File: config.mk
export PLATFORM = sky130hd
export DESIGN_NAME = cfg_status_reg
export DESIGN_NICKNAME = d
export VERILOG_FILES = /design/src/rtl/cfgstat_pkg.sv /design/src/rtl/cfgstat_event_qual.sv /design/src/rtl/cfgstat_wr_decode.sv /design/src/rtl/cfgstat_sticky_flag.sv /design/src/rtl/cfg_status_reg.sv
export SDC_FILE = /design/constraint.sdc
export NUM_CORES = 1
export LEC_CHECK = 0
export BUFFER_PORTS_ARGS = -buffer_cell sky130_fd_sc_hd__buf_4
export CAP_MARGIN = 25
export CORE_AREA = 4 4 41 43
export DETAILED_ROUTE_END_ITERATION = 7
export DIE_AREA = 0 0 45 47
export PLACE_DENSITY = 0.68
export SLEW_MARGIN = 25
export SYNTH_ARGS = -nofsm -noshare
export SYNTH_HDL_FRONTEND = slang
export SYNTH_SLANG_ARGS = --single-unit
File: constraint.sdc
create_clock -name clk -period 1.55 [get_ports clk]
set_clock_uncertainty 0.2 [all_clocks]
set_input_delay 0.31 -clock clk [delete_from_list [all_inputs] [get_ports clk]]
set_output_delay 0.31 -clock clk [all_outputs]
set_load 0.02 [all_outputs]
File: src/rtl/cfgstat_pkg.sv
`timescale 1ns/1ps
package cfgstat_pkg;
    localparam int REG_W     = 16;
    localparam int BE_W      = REG_W / 8;
    localparam int NUM_FLAGS = 6;

    typedef enum int {
        F_DPE = 0,  // parity error detected
        F_SSE = 1,  // system error signaled
        F_RMA = 2,  // master-abort received
        F_RTA = 3,  // target-abort received
        F_STA = 4,  // target-abort signaled
        F_DPD = 5   // data parity, qualified
    } flag_idx_e;

    localparam int FLAG_POS [NUM_FLAGS] = '{15, 14, 13, 12, 11, 8};

    localparam int POS_FAST_B2B = 7;
    localparam int POS_66MHZ    = 5;
    localparam int POS_CAPLIST  = 4;

    typedef enum logic {
        FLAG_CLEAR = 1'b0,
        FLAG_SET   = 1'b1
    } flag_state_e;
endpackage

File: src/rtl/cfgstat_event_qual.sv
`timescale 1ns/1ps
module cfgstat_event_qual
    import cfgstat_pkg::*;
(
    input  logic                 ev_parity_err,
    input  logic                 ev_parity_as_master,
    input  logic                 perr_resp_en,
    input  logic                 ev_serr,
    input  logic                 ev_master_abort,
    input  logic                 ev_special_cycle,
    input  logic                 ev_tabort_rcvd,
    input  logic                 ev_tabort_sent,
    output logic [NUM_FLAGS-1:0] set_vec
);
    always_comb begin
        set_vec        = '0;
        set_vec[F_DPE] = ev_parity_err;
        set_vec[F_SSE] = ev_serr;
        set_vec[F_RMA] = ev_master_abort && !ev_special_cycle;
        set_vec[F_RTA] = ev_tabort_rcvd;
        set_vec[F_STA] = ev_tabort_sent;
        set_vec[F_DPD] = ev_parity_err && ev_parity_as_master && perr_resp_en;
    end
endmodule

File: src/rtl/cfgstat_wr_decode.sv
`timescale 1ns/1ps
module cfgstat_wr_decode
    import cfgstat_pkg::*;
(
    input  logic                 wr_en,
    input  logic [BE_W-1:0]      wr_be,
    input  logic [REG_W-1:0]     wr_data,
    output logic [NUM_FLAGS-1:0] clr_vec
);
    logic unused_wr;
    assign unused_wr = ^{wr_data, wr_be};

    generate
        for (genvar i = 0; i < NUM_FLAGS; i++) begin : g_clr
            localparam int POS  = FLAG_POS[i];
            localparam int LANE = POS / 8;
            assign clr_vec[i] = wr_en && wr_be[LANE] && wr_data[POS];
        end
    endgenerate
endmodule

File: src/rtl/cfgstat_sticky_flag.sv
`timescale 1ns/1ps
module cfgstat_sticky_flag
    import cfgstat_pkg::*;
(
    input  logic clk,
    input  logic rst_n,
    input  logic set_i,
    input  logic clr_i,
    output logic q_o
);
    flag_state_e state_q, state_d;

    always_ff @(posedge clk or negedge rst_n) begin
        if (!rst_n) state_q <= FLAG_CLEAR;
        else        state_q <= state_d;
    end

    always_comb begin
        state_d = state_q;
        unique case (state_q)
            FLAG_CLEAR: if (set_i)           state_d = FLAG_SET;
            FLAG_SET:   if (clr_i && !set_i) state_d = FLAG_CLEAR;
            default:                         state_d = FLAG_CLEAR;
        endcase
    end

    always_comb q_o = (state_q == FLAG_SET);
endmodule

File: src/rtl/cfg_status_reg.sv
`timescale 1ns/1ps
module cfg_status_reg
    import cfgstat_pkg::*;
#(
    parameter bit CAP_66MHZ = 1'b1
) (
    input  logic              clk,
    input  logic              rst_n,
    input  logic              ev_parity_err,
    input  logic              ev_parity_as_master,
    input  logic              perr_resp_en,
    input  logic              ev_serr,
    input  logic              ev_master_abort,
    input  logic              ev_special_cycle,
    input  logic              ev_tabort_rcvd,
    input  logic              ev_tabort_sent,
    input  logic              wr_en,
    input  logic [BE_W-1:0]   wr_be,
    input  logic [REG_W-1:0]  wr_data,
    output logic [REG_W-1:0]  rd_data
);
    localparam logic [REG_W-1:0] FIXED_BITS =
        (REG_W'(1) << POS_FAST_B2B) |
        (REG_W'(CAP_66MHZ) << POS_66MHZ) |
        (REG_W'(1) << POS_CAPLIST);

    logic [NUM_FLAGS-1:0] set_vec;
    logic [NUM_FLAGS-1:0] clr_vec;
    logic [NUM_FLAGS-1:0] flag_q;

    cfgstat_event_qual u_qual (
        .ev_parity_err       (ev_parity_err),
        .ev_parity_as_master (ev_parity_as_master),
        .perr_resp_en        (perr_resp_en),
        .ev_serr             (ev_serr),
        .ev_master_abort     (ev_master_abort),
        .ev_special_cycle    (ev_special_cycle),
        .ev_tabort_rcvd      (ev_tabort_rcvd),
        .ev_tabort_sent      (ev_tabort_sent),
        .set_vec             (set_vec)
    );

    cfgstat_wr_decode u_dec (
        .wr_en   (wr_en),
        .wr_be   (wr_be),
        .wr_data (wr_data),
        .clr_vec (clr_vec)
    );

    generate
        for (genvar i = 0; i < NUM_FLAGS; i++) begin : g_flag
            cfgstat_sticky_flag u_flag (
                .clk   (clk),
                .rst_n (rst_n),
                .set_i (set_vec[i]),
                .clr_i (clr_vec[i]),
                .q_o   (flag_q[i])
            );
        end
    endgenerate

    always_comb begin
        rd_data = FIXED_BITS;
        for (int i = 0; i < NUM_FLAGS; i++) begin
            rd_data[FLAG_POS[i]] = flag_q[i];
        end
    end
endmodule

==> results_dict.tcl <==
set metrics [dict create \
    cts_resized 0 \
    fmax_mhz 782 \
    synthCells 37 \
    synth.area.top_cells "dfrtp_1 (42%), buf_4 (33%), nand3_1 (8.3%)" \
    first_iter_violations 3 \
    grt_use_total_pct 7.09 \
    clk_pin_slew_ns 0.04 \
    p_leak_uw 0.000250 \
    cts_tree "built" \
    ff2ff_setup_slack_ns 0.66 \
    crit_family "flip-flops" \
    clock_latency_ns 0.24 \
    post-route-worst-setup-slack_ns 0.272 \
    largest_reg_flops 6 \
    initial_core_util_pct 27.7 \
    multi_input_area_um2 116 \
    antenna_found_initial 0 \
    cp_max_fo 2 \
    grt-ovfl-total 0 \
    r2r_end "g_flag[5].u_flag.q_o" \
    fin_crit_ns 1.28 \
    timing.max_cap.violations 0 \
    dpl.hpwl_um 642 \
    setup_viol 0 \
    max_stage_delay_ns 0.37 \
    cts_buffers 3 \
    io_buffers 23 \
    reg2reg_depth 1 \
    holdCritStartpoint "ev_serr" \
    post-place-ws_ns 0.506 \
    final_max_slew_viol_count 0 \
    r2r_start "g_flag[5].u_flag.q_o" \
    async_flop_share_pct 100 \
    synth.top_cell.area_share_pct 41.7 \
    viasPerCell 4.06 \
    p_comb_share_pct 26.8 \
    routedWlPerCell_um 10.4 \
    ys_seq_area_share_pct 41.7 \
    fillCellCount 146 \
    clockRootBuffer "clkbuf_4" \
    cp.required_ns 1.04 \
    power_density_nw_per_um2 863 \
    drc 0 \
    numClockSinks 6 \
    syn_to_final_growth_pct 37.2 \
    ys_seq_elements 6 \
    path_cells "buf_4" \
    num_vias 288 \
    yosysWarnings 0 \
    fp.dieArea_um2 2120 \
    htree_levels 1 \
    layout-drive-gt1-share_pct 46.4 \
    fp.dieW_um 45 \
    path_class "reg2out" \
    end_kind "output port" \
    power.internal_uw 311 \
    ant_nets 0 \
    grt_pass1_wl_um 993 \
    ir_worst_vdd_mv 0.432 \
    p_switching_uw 115 \
    syn_avg_cell_area_um2 9.74 \
    grt_max_degree 7 \
    tns_ns 0 \
    finalCritPeriodShare_pct 82.5 \
    core_area_um2 1300 \
    crit_path_start "g_flag[2].u_flag.q_o" \
    nets 87 \
    cpMaxStageDelayCell "dfrtp_1" \
    seq_area_um2 150 \
    status "finished clean" \
    io_pins 45 \
    synth_top_area_cell "dfrtp_1" \
    synth.most_common_cell "buf_4" \
    cp.arrival_ns 0.77 \
    grt_pass1_vias 266 \
    clockBufferDepth 2 \
    routabilityCongestion 0.658 \
    synth_area_um2 360 \
    switching_share_pct 27.0 \
    synth_flop_cell "dfrtp_1" \
    ys_top_cells_by_count "buf_4 (16), dfrtp_1 (6), nand3_1 (6), a21o_1 (4), conb_1 (2)" \
    crit_buf_inv 1 \
    row_count 13 \
    hold_violations 0 \
    hold_path_class "in2reg" \
    num_antenna_cells 0 \
    synth-edff-count 0 \
    min_to "g_flag[1].u_flag.q_o" \
    drt_wl_total_um 738 \
    clock_power_share_pct 31.9 \
    synth_cell_types 8 \
    die_h_um 47 \
    dr.pass1.iters 2 \
    p_seq_share_pct 41.3 \
    hold_slack_ns 0.0509 \
    min_path_cells 2 \
    rsz0062_at_grt "false" \
    startpoint_type "register" \
]
==> per-layer routing <==
| metal | GRT usage [%] | routed length (um) | up-vias |
|---|---|---|---|
| li1 | - | - | 136 |
| met1 | 6.74 | 278 | 128 |
| met3 | 6.51 | 143 | 0 |
| met5 | 0 | 0 | - |
| met2 | 10.5 | 315 | 24 |
| met4 | 3.51 | 0 | 0 |
==> cell families (layout without fill, tap and decap cells) <==
kind of cell / after synthesis / in the layout / synth area share, %
buffers and inverters: 17 / 28 / 34.4
AO/OA/AOI/OAI: 6 / 6 / 13.5
flip-flops: 6 / 6 / 41.7
AND/OR/NAND/NOR: 6 / 6 / 8.33
other: 2 / 10 / 2.08
==> per-stage QoR <==
stage	area, um2	std cells	total power, uW	util, %
floorplan	390	45	266	-
global placement	462	67	290	35.5
detailed placement	462	67	292	35.5
CTS	494	71	435	38.0
global route	494	71	455	38.0
finish	494	71	427	38.0
==> power by group through the flow <==
| stage | Sequential, uW | Clock, uW | Combinational (uW) |
|---|---|---|---|
| after floorplan | 177 | 0 | 89.2 |
| after global placement | 178 | 0 | 112 |
| after detailed placement | 179 | 0 | 113 |
| after CTS | 176 | 143 | 115 |
| after global routing | 178 | 155 | 122 |
| final | 176 | 136 | 114 |
==> worst max path at each step <==
stage / slack, ns / cells past startpoint / to
after floorplan: 0.54 / 1 / rd_data[11]
after CTS: 0.26 / 1 / rd_data[13]
after detailed placement: 0.51 / 3 / g_flag[5].u_flag.q_o
after global placement: 0.51 / 3 / g_flag[5].u_flag.q_o
final: 0.27 / 1 / rd_data[13]
after global routing: 0.24 / 1 / rd_data[11]
==> area by class of cell <==
| class | count | area share [%] |
|---|---|---|
| Clock buffer | 3 | 4.56 |
| Inverter | 1 | 0.759 |
| Multi-Input combinational cell | 22 | 23.5 |
| Sequential cell | 6 | 30.4 |
| Tap cell | 15 | 3.80 |
| Timing Repair Buffer | 24 | 37.0 |
==> cells in the final DEF, fill, tap and decap left out <==
cell	instances
buf_4	23
a32o_1	1
conb_1	10
inv_1	1
nand3_1	6
a21o_1	4
dlygate4sd3_1	1
dfrtp_1	6
a22o_1	1
clkbuf_4	3
==> what timing repair did <==
| item | in CTS | in global routing |
|---|---|---|
| hold buffers | 1 | 0 |
| buffers inserted | 0 | 0 |
| hold endpoints to repair | 6 | 0 |
Power figures use the tool's default switching activity.
